==> config.mk <==
export PLATFORM = sky130hd
export DESIGN_NAME = crc32_step_unit
export DESIGN_NICKNAME = d
export VERILOG_FILES = /design/src/rtl/crc32_step_pkg.sv /design/src/rtl/crc32_version_gate.sv /design/src/rtl/crc32_byte_order.sv /design/src/rtl/crc32_fold_lane.sv /design/src/rtl/crc32_step_unit.sv
export SDC_FILE = /design/constraint.sdc
export NUM_CORES = 1
export LEC_CHECK = 0
export BUFFER_PORTS_ARGS = -buffer_cell sky130_fd_sc_hd__buf_2
export CORE_ASPECT_RATIO = 0.6
export CORE_MARGIN = 5
export CORE_UTILIZATION = 64
export DETAILED_ROUTE_END_ITERATION = 8
export GPL_TIMING_DRIVEN = 1
export MAX_ROUTING_LAYER = met4
export PLACE_DENSITY = 0.88
export SKIP_LAST_GASP = 1
export SYNTH_ARGS = -nofsm -noshare
export SYNTH_HDL_FRONTEND = slang
export SYNTH_SLANG_ARGS = --single-unit
export TNS_END_PERCENT = 5
==> constraint.sdc <==
create_clock -name clk -period 16.5 [get_ports clk]
set_input_delay 2.475 -clock clk [delete_from_list [all_inputs] [get_ports clk]]
set_output_delay 2.475 -clock clk [all_outputs]
set_load 0.02 [all_outputs]
==> src/rtl/crc32_step_pkg.sv <==
package crc32_step_pkg;

  typedef enum logic [1:0] {
    VAR_WORD_HI = 2'b00,
    VAR_BYTE    = 2'b01,
    VAR_WORD_LO = 2'b10,
    VAR_RSVD    = 2'b11
  } crc_variant_e;

  localparam logic [1:0] LVL_BASE = 2'd0;
  localparam logic [1:0] LVL_161  = 2'd1;
  localparam logic [1:0] LVL_162  = 2'd2;

  // One byte folded into a reflected CRC: the byte is xored into the low
  // bits, then eight shift steps with conditional polynomial xor.
  function automatic logic [31:0] fold_byte(input logic [31:0] c,
                                            input logic [7:0]  b,
                                            input logic [31:0] poly);
    logic [31:0] r;
    r = c ^ {24'd0, b};
    for (int k = 0; k < 8; k++) begin
      r = r[0] ? ((r >> 1) ^ poly) : (r >> 1);
    end
    return r;
  endfunction

  function automatic logic [1:0] min_level(input crc_variant_e v);
    case (v)
      VAR_WORD_HI: return LVL_161;
      VAR_BYTE:    return LVL_162;
      VAR_WORD_LO: return LVL_162;
      default:     return LVL_BASE;
    endcase
  endfunction

endpackage

==> src/rtl/crc32_version_gate.sv <==
module crc32_version_gate
  import crc32_step_pkg::*;
(
  input  logic [1:0] variant,
  input  logic [1:0] isa_level,
  output logic       illegal
);
  crc_variant_e v;
  logic         rsvd;
  logic         too_old;

  always_comb begin
    v       = crc_variant_e'(variant);
    rsvd    = (v == VAR_RSVD);
    too_old = (isa_level < min_level(v));
    illegal = rsvd | too_old;
  end
endmodule

==> src/rtl/crc32_byte_order.sv <==
module crc32_byte_order
  import crc32_step_pkg::*;
#(
  parameter int DATA_W = 32,
  localparam int BYTES = DATA_W / 8
)(
  input  logic [1:0]          variant,
  input  logic [DATA_W-1:0]   data,
  output logic [BYTES*8-1:0]  lane_bytes,
  output logic [BYTES-1:0]    lane_en
);
  crc_variant_e v;
  assign v = crc_variant_e'(variant);

  for (genvar i = 0; i < BYTES; i++) begin : g_lane
    localparam int HI_SRC = DATA_W - 8 - 8 * i;
    localparam int LO_SRC = 8 * i;
    always_comb begin
      case (v)
        VAR_WORD_HI: begin
          lane_bytes[8*i +: 8] = data[HI_SRC +: 8];
          lane_en[i]           = 1'b1;
        end
        VAR_WORD_LO: begin
          lane_bytes[8*i +: 8] = data[LO_SRC +: 8];
          lane_en[i]           = 1'b1;
        end
        VAR_BYTE: begin
          lane_bytes[8*i +: 8] = (i == 0) ? data[7:0] : 8'd0;
          lane_en[i]           = (i == 0);
        end
        default: begin
          lane_bytes[8*i +: 8] = 8'd0;
          lane_en[i]           = 1'b0;
        end
      endcase
    end
  end
endmodule

==> src/rtl/crc32_fold_lane.sv <==
module crc32_fold_lane
  import crc32_step_pkg::*;
#(
  parameter logic [31:0] POLY = 32'hEDB88320
)(
  input  logic        en,
  input  logic [31:0] crc_i,
  input  logic [7:0]  byte_i,
  output logic [31:0] crc_o
);
  logic [31:0] folded;
  always_comb begin
    folded = fold_byte(crc_i, byte_i, POLY);
    crc_o  = en ? folded : crc_i;
  end
endmodule

==> src/rtl/crc32_step_unit.sv <==
module crc32_step_unit
  import crc32_step_pkg::*;
#(
  parameter int          DATA_W = 32,
  parameter logic [31:0] POLY   = 32'hEDB88320,
  localparam int         BYTES  = DATA_W / 8
)(
  input  logic              clk,
  input  logic              rst_n,
  input  logic              in_valid,
  input  logic [1:0]        variant,
  input  logic [1:0]        isa_level,
  input  logic [DATA_W-1:0] data_in,
  input  logic [31:0]       crc_prev,
  output logic              out_valid,
  output logic [31:0]       crc_out,
  output logic              illegal_op
);
  logic               gate_illegal;
  logic [BYTES*8-1:0] lane_bytes;
  logic [BYTES-1:0]   lane_en;
  logic [31:0]        chain [BYTES+1];
  logic [31:0]        folded_result;
  logic [31:0]        next_crc;

  crc32_version_gate u_gate (
    .variant   (variant),
    .isa_level (isa_level),
    .illegal   (gate_illegal)
  );

  crc32_byte_order #(.DATA_W(DATA_W)) u_order (
    .variant    (variant),
    .data       (data_in),
    .lane_bytes (lane_bytes),
    .lane_en    (lane_en)
  );

  assign chain[0] = ~crc_prev;

  for (genvar i = 0; i < BYTES; i++) begin : g_fold
    crc32_fold_lane #(.POLY(POLY)) u_lane (
      .en     (lane_en[i]),
      .crc_i  (chain[i]),
      .byte_i (lane_bytes[8*i +: 8]),
      .crc_o  (chain[i+1])
    );
  end

  assign folded_result = ~chain[BYTES];
  assign next_crc      = gate_illegal ? crc_prev : folded_result;

  always_ff @(posedge clk) begin
    if (!rst_n) begin
      out_valid  <= 1'b0;
      illegal_op <= 1'b0;
      crc_out    <= '0;
    end else begin
      out_valid  <= in_valid;
      illegal_op <= in_valid & gate_illegal;
      if (in_valid) crc_out <= next_crc;
    end
  end

  AST_VALID_LATENCY: assert property (@(posedge clk) disable iff (!rst_n)
    in_valid |=> out_valid);
  AST_NO_SPURIOUS_VALID: assert property (@(posedge clk) disable iff (!rst_n)
    !in_valid |=> !out_valid);
  AST_ILLEGAL_KEEPS_CRC: assert property (@(posedge clk) disable iff (!rst_n)
    in_valid |=> (!illegal_op || crc_out == $past(crc_prev)));
  AST_RSVD_FLAG: assert property (@(posedge clk) disable iff (!rst_n)
    (in_valid && variant == 2'b11) |=> illegal_op);
  AST_IDLE_HOLD: assert property (@(posedge clk) disable iff (!rst_n)
    !out_valid |-> ($stable(crc_out) && !illegal_op));
  AST_LANE_COUNT: assert property (@(posedge clk) disable iff (!rst_n)
    (in_valid && !gate_illegal) |->
      ($countones(lane_en) == ((variant == 2'b01) ? 1 : BYTES)));
endmodule

# [Yosys cells after proc, flatten, opt, wreduce, memory -nomap -nowiden]
# Cells that the tools add are included.
[totals] mem_bits_ro=0 memories=0 input_bits=71 word_cells=95 mem_bits_rw=0 register_bits=34 out_inout_bits=34 latchBits=0
[classes] reduce_logical=4 shift=0 addsub=0 n_eq_ne=3 n_bitwise=40 mul=0 muxes=44 div_mod_pow=0 order_cmp=1
[op_table] op="$mux W32" count=37
[op_table] op="$not A13 Y14" count=32
[op_table] op="$xor A32 B8 Y32" count=4
[op_table] op="$not A32 Y32" count=2
[op_table] op="$pmux W8 S2" count=4
[op_table] op="$eq A2 B2 Y1 const B" count=2
[op_table] op="$pmux W2 S2" count=1
[op_table] op="$reduce_or A2 Y1" count=2
[op_table] op="$reduce_or A3 Y1" count=1
[op_table] op="$eq A2 B1 Y1 const B" count=1
[op_table] op="$logic_not A2 Y1" count=1
[op_table] op="$lt A2 B2 Y1" count=1
[op_table] op="$mux W1" count=2
[op_table] op="$and A1 B1 Y1" count=1
[op_table] op="$or A1 B1 Y1" count=1

# [Depth between registers and ports, before layout]
# Gate-level depths: netlist of run 1.
[depth] word_depth=77 mapped_depth=22 mapped_depth_nobuf=18

# [Cells and area by module]
# Synthesis of run 1 repeated with hierarchy kept, for this count alone.
[hier_totals] hier_cells=708 area_unflattened_um2=7526.0
[modules_own_cells] mod="crc32_fold_lane" cells_per_inst=107 seq_area_each_um2=0.0 area_per_inst_um2=1345.0 n_inst=4
[modules_own_cells] mod="crc32_step_unit" cells_per_inst=213 seq_area_each_um2=680.7 area_per_inst_um2=1600.3 n_inst=1
[modules_own_cells] mod="crc32_byte_order" cells_per_inst=58 seq_area_each_um2=0.0 area_per_inst_um2=479.2 n_inst=1
[modules_own_cells] mod="crc32_version_gate" cells_per_inst=9 seq_area_each_um2=0.0 area_per_inst_um2=66.3 n_inst=1

# [Worst setup path before layout of run 1]
# OpenSTA, ideal clock, no wires.
[synth_timing] path_type="input to register" start="in variant[0]" end="reg crc_out[19]" slack_ps=8724 cell_stages=20 setup_time_ps=132 t_required_ps=16368 path_buffers=2 arrival_ps=7644 cell_sequence="inv_1 ha_1 buf_4 a22oi_2 o21a_1 nor2_8 xnor3_1 mux2_2 buf_4 xor3_2 xnor2_2 mux2i_4 xnor3_1 xnor2_2 mux2i_2 xnor2_2 xor3_2 xnor3_1 mux2i_1 a21oi_1"
[synth_between] elab_chain_cells=57 word_cells_on_any_way=89 cone_classes="order compare (1); eq/ne (3); mux (44); bitwise (37); reduce/logical (4)"
[synth_lines] element="start: declaration" line="crc32_step_unit.sv:11" rtl="input logic [1:0] variant,"
[synth_lines] element="$eq A2 B1 Y1 or $eq A2 B2 Y1 (tied branches)" line="crc32_step_pkg.sv:28, crc32_byte_order.sv:19"
[synth_lines] element="$reduce_or A2 Y1 (no source line)"
[synth_lines] element="$pmux W8 S2" line="crc32_byte_order.sv:19" rtl="case (v)"
[synth_lines] element="$xor A32 B8 Y32" line="crc32_step_pkg.sv:20" rtl="r = c ^ {24'd0, b};"
[synth_lines] element="$mux W32" line="crc32_step_pkg.sv:22" rtl="r = r[0] ? ((r >> 1) ^ poly) : (r >> 1);"
[synth_lines] element="$mux W32 or $not A13 Y14 (tied branches) (7 in series)"
[synth_lines] element="$mux W32 (on tied branches)" line="crc32_fold_lane.sv:14, crc32_step_pkg.sv:22"
[synth_lines] element="$xor A32 B8 Y32 (tied with other cells)" line="crc32_step_pkg.sv:20"
[synth_lines] element="[... 35 more ...]"
[synth_lines] element="$mux W32" line="crc32_step_pkg.sv:22"
[synth_lines] element="$not A13 Y14 (no source line) or $mux W32 (tied branches)"
[synth_lines] element="$mux W32" line="crc32_step_pkg.sv:22"
[synth_lines] element="$not A13 Y14 (no source line) or $mux W32 (tied branches)"
[synth_lines] element="$mux W32" line="crc32_step_pkg.sv:22"
[synth_lines] element="$mux W32" line="crc32_fold_lane.sv:14" rtl="crc_o = en ? folded : crc_i;"
[synth_lines] element="$not A32 Y32" line="crc32_step_unit.sv:50" rtl="assign folded_result = ~chain[BYTES];"
[synth_lines] element="$mux W32 (*)" line="crc32_step_unit.sv:51" rtl="assign next_crc = gate_illegal ? crc_prev : folded_result;"
[synth_lines] element="end signal: assignment" line="crc32_step_unit.sv:61" rtl="if (in_valid) crc_out <= next_crc;"
[synth_lines] element="end: declaration" line="crc32_step_unit.sv:16" rtl="output logic [31:0] crc_out,"
# Every way passes the cells marked *; elsewhere a longest branch is shown, timed or not.
# A chain may end at the register's enable or synchronous reset.

# [Worst setup path in the final report of run 1]
[layout_timing] start="in variant[1]" end="reg crc_out[23]"
[layout_between] elab_chain_cells=57 word_cells_on_any_way=88 cone_classes="order compare (1); eq/ne (3); mux (44); bitwise (36); reduce/logical (4)"
[layout_lines] element="$eq A2 B1 Y1 or $eq A2 B2 Y1 (tied branches)" line="crc32_step_pkg.sv:28, crc32_byte_order.sv:19"
[layout_lines] element="$reduce_or A2 Y1 (no source line)"
[layout_lines] element="$pmux W8 S2" line="crc32_byte_order.sv:19"
[layout_lines] element="$xor A32 B8 Y32" line="crc32_step_pkg.sv:20"
[layout_lines] element="$mux W32" line="crc32_step_pkg.sv:22"
[layout_lines] element="$mux W32 or $not A13 Y14 (tied branches)"
[layout_lines] element="$not A13 Y14 (no source line) or $mux W32 (tied branches)"
[layout_lines] element="$mux W32" line="crc32_step_pkg.sv:22"
[layout_lines] element="[... 40 more ...]"
[layout_lines] element="$mux W32 (2 in series)" line="crc32_step_pkg.sv:22"
[layout_lines] element="$not A13 Y14 (no source line) or $mux W32 (tied branches)"
[layout_lines] element="$mux W32" line="crc32_step_pkg.sv:22"
[layout_lines] element="$not A13 Y14 (no source line) or $mux W32 (tied branches)"
[layout_lines] element="$mux W32" line="crc32_step_pkg.sv:22"
[layout_lines] element="$mux W32" line="crc32_fold_lane.sv:14"
[layout_lines] element="$not A32 Y32" line="crc32_step_unit.sv:50"
[layout_lines] element="$mux W32 (*)" line="crc32_step_unit.sv:51"
# Marked as above.

==> qor.yml, run 1 <==
crit_type: "in2reg"
finalCriticalPeriod_ns: 8.95
die_w_um: 144
synth_area_um2: 6910
antenna_found_initial: 0
path_common_cell: "xnor2_1"
setup_viol: 0
slew_viol_final: 0
gr-total-overflow: 0
cts_resized: 0
drive_above_1_share: 0.185
synth_edf_count: 0
setup_ws_ns: 7.55
root_buffer: "clkbuf_16"
avgRoutedWirePerCell_um: 23.8
antenna_cells: 0
io_buffers: 104
r2r-start: "crc_out[24]$_SDFFE_PN0P_"
drc_errors: 0
ys_types: 76
critPathLaunchType: "primary input"
place_ws_ns: 7.48
tightest_slew_ns: 1.02
via_per_inst: 6.61
start_util: 0.654
dr.pass1.iters: 7
critPathArrivalTime_ns: 9.05
reg2reg_setup_slack_ns: 15.38
clock_skew_ns: 0
cts_buffers: 5
critPathTopFamily: "XOR/XNOR gates"
relSlewSlack: 0.318
clk_path_buf_depth: 2
cp_slowest_cell: "inv_1"
end_kind: "flop"
startpoint: "variant[1]"
min_path_cells: 2
synth_seq_cells: 34
cts_hold_buf: 0
fmax_mhz: 112
syn-num-nets: 907
worstPathRequired_ns: 16.61
hold_class: "reg2reg"
fp-row-count: 29
grt_pass1_wl_mm: 36.3
wl_mm: 24.7
synth_ff_type: "dfxtp_1"
finalHoldViolations: 0
min_from: "crc_out[9]$_SDFFE_PN0P_"
tns_ns: 0
ys_seq_area_frac: 0.0986
post-cts-setup-buffer-count: 0
die-area_um2: 13000
reg2reg_depth: 5
cp_num_buf_inv: 3
grt_pass1_vias: 6116
cts_sinks: 34
cts_tree: "built"
grtUsageTotal: 0.375
regArea_um2: 681
rsz0062_at_grt: "no"
area_growth_syn_to_layout_pct: 10.5
antenna_left: 0
post-route-period-util: 0.542
path_max_fanout: 69
place_congestion: 1.04
core_area_um2: 10600
maxCapViolations: 0
die_y_um: 90.5
async_reset_ff_frac: 0
place_hpwl_mm: 19.7
clock_latency_ns: 0.27
reg2reg_to: "crc_out[24]$_SDFFE_PN0P_"
outcome: "complete, no violations"
fill_cells: 827
multi_input_area_um2: 5950
vias: 6838
h-tree-depth: 2
ioPinCount: 105
nNetsFinal: 970
hold-path-endpoint: "crc_out[9]$_SDFFE_PN0P_"
grt_max_degree: 70
cp_cell_sequence: "buf_2 > ha_2 > buf_4 > inv_1 > and2_1 > o221ai_1 > o221ai_1 > xnor2_1 > xnor3_1 > xnor2_1 > a31oi_1 > o21a_1 > xnor3_1 > xnor2_1 > o211a_1 > xnor2_1 > xnor3_1 > o21ai_0 > a31oi_1"
drtIter0Drc: 1221
synth_area_per_cell_um2: 8.31
slowest_delay_ns: 0.68
path_clk_slew_ns: 0.05
ys.warnings.count: 0
synthCells: 831
[kinds of logic after synthesis]
family / Yosys count / share of synthesized area
xor gates and xnor gates: 266 / 0.431
AOI/OAI and AO/OA: 218 / 0.217
and+or+nand+nor: 204 / 0.144
buffers and inverters: 68 / 0.0422
muxes: 36 / 0.0578
DFF: 34 / 0.0986
adders and majority gates: 5 / 0.00906
[per-stage QoR]
step / instance area (um2) / utilization / instances / hold WS (ns)
3_3_place_gp: 7430 / 0.704 / 1026 / 0.470
4_1_cts: 7630 / 0.723 / 1034 / 0.481
2_1_floorplan: 6910 / - / 831 / 0.552
5_1_grt: 7630 / 0.723 / 1034 / 0.496
6_report: 7630 / 0.723 / 1034 / 0.481
3_5_place_dp: 7430 / 0.704 / 1026 / 0.472
[layout make-up]
| type | instances | share of cell area |
|---|---|---|
| Clock buffer | 6 | 0.0182 |
| Clock inverter | 2 | 0.00787 |
| Inverter | 11 | 0.00541 |
| Multi-Input combinational cell | 729 | 0.779 |
| Sequential cell | 34 | 0.0892 |
| Tap cell | 139 | 0.0228 |
| Timing Repair Buffer | 113 | 0.0771 |
[placed cells by master, fill, tap and decap left out, drive strengths merged, types with 3 or more instances in the layout]
cell and n:
a211oi 9, a21boi 10, a21oi 36, a22o 3, a22oi 30, a31oi 12
and2 11, and3 7, buf 113, clkbuf 6, dfxtp 34, ha 5
inv 11, mux2 5, mux2i 31, nand2 79, nand2b 9, nand3 10
nor2 50, nor3 11, nor3b 4, nor4 7, o211a 4, o211ai 18
o21a 12, o21ai 51, o221ai 5, o22a 3, o31ai 4, or2 6
or3 5, xnor2 181, xnor3 38, xor2 44, xor3 3
[worst register-to-register path, delay by kind of cell (launching register included)]
kind,cells,cell delay [ns]
flops,1,0.32
mux,1,0.11
compound gates,2,0.36
simple gates,2,0.27
[per-layer routing]
layer  GRT usage  share of wire
met1       0.559           0.42
met2       0.476           0.37
met3       0.145           0.18
met4      0.0658          0.024
met5           -              0
[cell usage after synthesis, types with 3 or more instances]
| master | n | area (um2) |
|---|---|---|
| nor3_1 | 10 | 50.1 |
| or2_2 | 5 | 31.3 |
| a21oi_1 | 36 | 180 |
| buf_1 | 7 | 26.3 |
| o21ai_0 | 50 | 250 |
| a211oi_1 | 9 | 67.6 |
| and3_1 | 7 | 43.8 |
| nand3_1 | 10 | 50.1 |
| nand2b_1 | 9 | 56.3 |
| nor2_2 | 3 | 18.8 |
| buf_2 | 8 | 40.0 |
| buf_4 | 3 | 22.5 |
| mux2_2 | 5 | 56.3 |
| xnor2_2 | 7 | 114 |
| a31oi_1 | 12 | 75.1 |
| inv_1 | 11 | 41.3 |
| xor2_1 | 43 | 377 |
| o211ai_1 | 18 | 135 |
| ha_1 | 5 | 62.6 |
| and2_1 | 11 | 68.8 |
| o31ai_1 | 3 | 22.5 |
| o211a_1 | 4 | 40.0 |
| o21a_1 | 12 | 90.1 |
| or3_1 | 5 | 31.3 |
| o22a_1 | 3 | 26.3 |
| a22o_1 | 3 | 26.3 |
| nor3b_1 | 4 | 30.0 |
| xnor3_1 | 38 | 856 |
| clkbuf_1 | 37 | 139 |
| mux2i_1 | 27 | 270 |
| nor4_1 | 6 | 37.5 |
| a21boi_0 | 9 | 67.6 |
| xnor2_1 | 173 | 1520 |
| nor2_1 | 44 | 165 |
| nand2_1 | 79 | 297 |
| dfxtp_1 | 34 | 681 |
| a22oi_1 | 27 | 203 |
| o221ai_1 | 4 | 35.0 |
[worst max path at each step]
stage	slack, ns	endpoint	cells after the start
after floorplan	8.72	crc_out[19]$_SDFFE_PN0P_	20
after global routing	7.22	crc_out[23]$_SDFFE_PN0P_	19
after detailed placement	7.48	crc_out[23]$_SDFFE_PN0P_	19
final	7.55	crc_out[23]$_SDFFE_PN0P_	19
after CTS	7.74	crc_out[23]$_SDFFE_PN0P_	19
after global placement	7.65	crc_out[19]$_SDFFE_PN0P_	19
[state kept, by name (all words and copies together), names as in the netlist]
name        count
crc_out        32
illegal_op      1
out_valid       1
Power of run 1 is left out: the tool's default activity adds up to more than one toggle a clock period on the data nets, which glitch-free logic cannot reach.
==> inputs of run 2 (changes only) <==
--- a/config.mk
+++ b/config.mk
@@ -5,14 +5,15 @@
 export SDC_FILE = /design/constraint.sdc
 export NUM_CORES = 1
 export LEC_CHECK = 0
+export ABC_AREA = 1
 export BUFFER_PORTS_ARGS = -buffer_cell sky130_fd_sc_hd__buf_2
 export CORE_ASPECT_RATIO = 0.6
 export CORE_MARGIN = 5
-export CORE_UTILIZATION = 64
+export CORE_UTILIZATION = 55
 export DETAILED_ROUTE_END_ITERATION = 8
 export GPL_TIMING_DRIVEN = 1
 export MAX_ROUTING_LAYER = met4
-export PLACE_DENSITY = 0.88
+export PLACE_DENSITY = 0.79
 export SKIP_LAST_GASP = 1
 export SYNTH_ARGS = -nofsm -noshare
 export SYNTH_HDL_FRONTEND = slang
==> constraint.sdc (replaced) <==
create_clock -name clk -period 8.1 [get_ports clk]
set_input_delay 1.215 -clock clk [delete_from_list [all_inputs] [get_ports clk]]
set_output_delay 1.215 -clock clk [all_outputs]
set_load 0.02 [all_outputs]
==> qor.yml, run 2 <==
slowest_delay_ns: 0.79  # was 0.68 ns
via_per_inst: 6.00  # was 6.61
path_clk_slew_ns: 0.05  # about the same
synth_top_family_by_area: "simple AND/OR/NAND/NOR gates"  # was XOR/XNOR gates
area_growth_syn_to_layout_pct: 9.55  # was 10.5%
rsz0062_at_grt: "no"  # unchanged
worstPathRequired_ns: 8.30  # was 16.61 ns
slew_viol_final: 0  # unchanged
h-tree-depth: 2  # unchanged
root_buffer: "clkbuf_16"  # unchanged
ioPinCount: 105  # unchanged
wl_mm: 36.8  # was 24.7 mm
drive_above_1_share: 0.187  # was 0.185
dr.pass1.iters: 9  # was 7
io_buffers: 104  # unchanged
place_congestion: 1.10  # was 1.04
critPathLaunchType: "primary input"  # unchanged
hold_class: "reg2reg"  # unchanged
tightest_slew_ns: 1.22  # was 1.02 ns
yosys.area_share.adder: 0.00754  # was 0.00906
post-route-period-util: 0.756
core_area_um2: 14600  # was 10,600 um2
place_ws_ns: 1.94  # was 7.48 ns
finalCriticalPeriod_ns: 6.13
path_max_fanout: 58  # was 69
reg2reg_depth: 2  # was 5
reg2reg_to: "crc_out[13]$_SDFFE_PN0P_"  # was crc_out[24]$_SDFFE_PN0P_
maxCapViolations: 0  # unchanged
fmax_mhz: 163
finalHoldViolations: 0  # unchanged
grt_pass1_wl_mm: 54.8  # was 36.3 mm
avgRoutedWirePerCell_um: 20.1  # was 23.8 um
combPwrFrac: 0.816
power.switching_mw: 1.50
fill_cells: 1523  # was 827
cellPowerDensity_nw_per_um2: 273
nNetsFinal: 1708  # was 970
min_from: "crc_out[25]$_SDFFE_PN0P_"  # was crc_out[9]$_SDFFE_PN0P_
met1_usage: 0.584  # was 0.559
synth_xor_area_frac: 0.100  # was 0.431
synth_top_area_cell: "nand2_1"  # was xnor2_1
critPathTopFamily: "simple AND/OR/NAND/NOR gates"  # was XOR/XNOR gates
switching_share: 0.603
top_regs: "crc_out: 32 flops, illegal_op: 1 flops, out_valid: 1 flops"  # unchanged
cts_resized: 0  # unchanged
reg2reg_setup_slack_ns: 7.39  # was 15.38 ns
die_w_um: 169  # was 144 um
ys.warnings.count: 0  # unchanged
seqPwrFrac: 0.081
final_cell_mix: "nand2_1, nand3_1, inv_1, buf_2, nand2_2"  # was xnor2_1, buf_2, nand2_1, o21ai_0, xor2_1
cts_buffers: 5  # unchanged
die-area_um2: 17700  # was 13,000 um2
grt_max_degree: 59  # was 70
cts_hold_buf: 0  # unchanged
grtUsageMet3: 0.174  # was 0.145
place_hpwl_mm: 30.1  # was 19.7 mm
cp_slowest_cell: "ha_2"  # was inv_1
start_util: 0.567  # was 0.654
synth_most_common_cell: "nand2_1"  # was xnor2_1
synthMuxAreaShare: 0  # was 0.0578
p_int_mw: 0.984
clock_skew_ns: 0  # unchanged
async_reset_ff_frac: 0  # unchanged
tns_ns: 0  # unchanged
crit_type: "in2reg"  # unchanged
vias: 10991  # was 6,838
largest_reg_flops: 32  # unchanged
synth_seq_cells: 34  # unchanged
synth.area.top_cells: "nand2_1, nand3_1, dfxtp_1"  # was xnor2_1, xnor3_1, dfxtp_1
die_y_um: 105  # was 90.5 um
drtIter0Drc: 1855  # was 1,221
antenna_found_initial: 0  # unchanged
synthCells: 1560  # was 831
yosys-top-cells-count: "nand2_1, nand3_1, inv_1, nand2_2, a21oi_1"  # was xnor2_1, nand2_1, o21ai_0, nor2_1, xor2_1
yosys.area_share.simple: 0.612  # was 0.144
grt_pass1_vias: 9544  # was 6,116
post-cts-setup-buffer-count: 0  # unchanged
final_common_cell: "nand2_1"  # was xnor2_1
ys_seq_area_frac: 0.0820  # was 0.0986
ys_types: 39  # was 76
top_usage_layer: "met1"  # unchanged
synth_ff_type: "dfxtp_1"  # unchanged
antenna_left: 0  # unchanged
clkPwrFrac: 0.103
yosysTopAreaCellShare: 0.276  # was 0.219
synth_edf_count: 0  # unchanged
fp-row-count: 34  # was 29
grtUsageTotal: 0.410  # was 0.375
syn-num-nets: 1636  # was 907
cp_num_buf_inv: 2  # was 3
ir_drop_mv: 0.154
end_kind: "flop"  # unchanged
synth_area_per_cell_um2: 5.32  # was 8.31 um2
r2r-start: "crc_out[13]$_SDFFE_PN0P_"  # was crc_out[24]$_SDFFE_PN0P_
synth_area_um2: 8300  # was 6910 um2
clock_latency_ns: 0.28  # was 0.27 ns
p_leak_nw: 5.11
cts_tree: "built"  # unchanged
cts_sinks: 34  # unchanged
gr-total-overflow: 0  # unchanged
met2_usage: 0.523  # was 0.476
synth_compound_area_frac: 0.102  # was 0.217
antenna_cells: 0  # unchanged
outcome: "complete, no violations"  # unchanged
hold-path-endpoint: "crc_out[25]$_SDFFE_PN0P_"  # was crc_out[9]$_SDFFE_PN0P_
top_register: "crc_out"  # unchanged
drc_errors: 0  # unchanged
min_path_cells: 2  # unchanged
setup_viol: 0  # unchanged
relSlewSlack: 0.176  # was 0.318
critPathArrivalTime_ns: 6.32  # was 9.05 ns
clk_path_buf_depth: 2  # unchanged
setup_ws_ns: 1.97  # was 7.55 ns
power_mw: 2.48
-- run 2: cell types whose count changed after synthesis, moves of 38 or more --
cell     previous run  this run
nand2_1            79       610
nand3_1            10       248
xnor2_1           173        18
inv_1              11       141
nand2_2             0       103
a21oi_1            36        76
xnor3_1            38         0
-- run 2: cell type report --
class,instances,area (um2),share of cell area
tap,198,248,0.0273
inverter,151,574,0.0632
multi-input combinational,1331,6830,0.751
clock buffer,6,139,0.0153
clock inverter,2,60.1,0.00661
sequential,34,681,0.0749
timing repair buffer,109,558,0.0614
-- run 2: metal layers --
metal	up-vias	wire [um]	share of wire
met5	-	0	0
met1	4933	15800	0.43
met2	825	13500	0.37
met4	0	1000	0.027
li1	5166	-	-
met3	67	6580	0.18
-- run 2: worst max-delay path by stage --
| stage | startpoint | to | slack (ns) | cells past startpoint |
|---|---|---|---|---|
| CTS | variant[1] | crc_out[5]$_SDFFE_PN0P_ | 2.21 | 28 |
| global placement | variant[1] | crc_out[5]$_SDFFE_PN0P_ | 2.04 | 26 |
| detailed placement | variant[1] | crc_out[5]$_SDFFE_PN0P_ | 1.94 | 28 |
| finish | variant[1] | crc_out[5]$_SDFFE_PN0P_ | 1.97 | 28 |
| global route | variant[1] | crc_out[5]$_SDFFE_PN0P_ | 1.55 | 28 |
| floorplan | variant[0] | crc_out[8]$_SDFFE_PN0P_ | 3.61 | 36 |
-- run 2: tightest hold or removal path, cell delays in order, from the launching register on --
cell     delay, ns
dfxtp_1       0.30
nand2_1       0.06
a21oi_1       0.05
-- run 2: metrics by stage --
stage / cells / instance area (um2) / hold slack, ns / utilization
after floorplan: 1560 / 8300 / 0.545 / -
after global placement: 1823 / 8890 / 0.451 / 0.607
after detailed placement: 1823 / 8890 / 0.457 / 0.607
after CTS: 1831 / 9090 / 0.467 / 0.621
after global routing: 1831 / 9090 / 0.487 / 0.621
final: 1831 / 9090 / 0.461 / 0.621
-- run 2: power groups by stage --
stage	combinational [mW]	clock [mW]	sequential, mW
2_1_floorplan	1.39	0	0.226
3_3_place_gp	1.90	0	0.203
3_5_place_dp	1.91	0	0.203
4_1_cts	1.93	0.255	0.200
5_1_grt	2.18	0.263	0.203
6_report	2.02	0.255	0.202
-- run 2: cells by family (layout without fill, tap and decap cells) --
family / after synthesis / count (layout)
XOR/XNOR: 93 / 93
AO/OA/AOI/OAI: 158 / 158
flip-flops: 34 / 34
buffers and inverters: 195 / 268
AND/OR/NAND/NOR: 1075 / 1075
adder cells (fa/ha/maj): 5 / 5
Note: power is estimated with default switching activity, not from simulation.
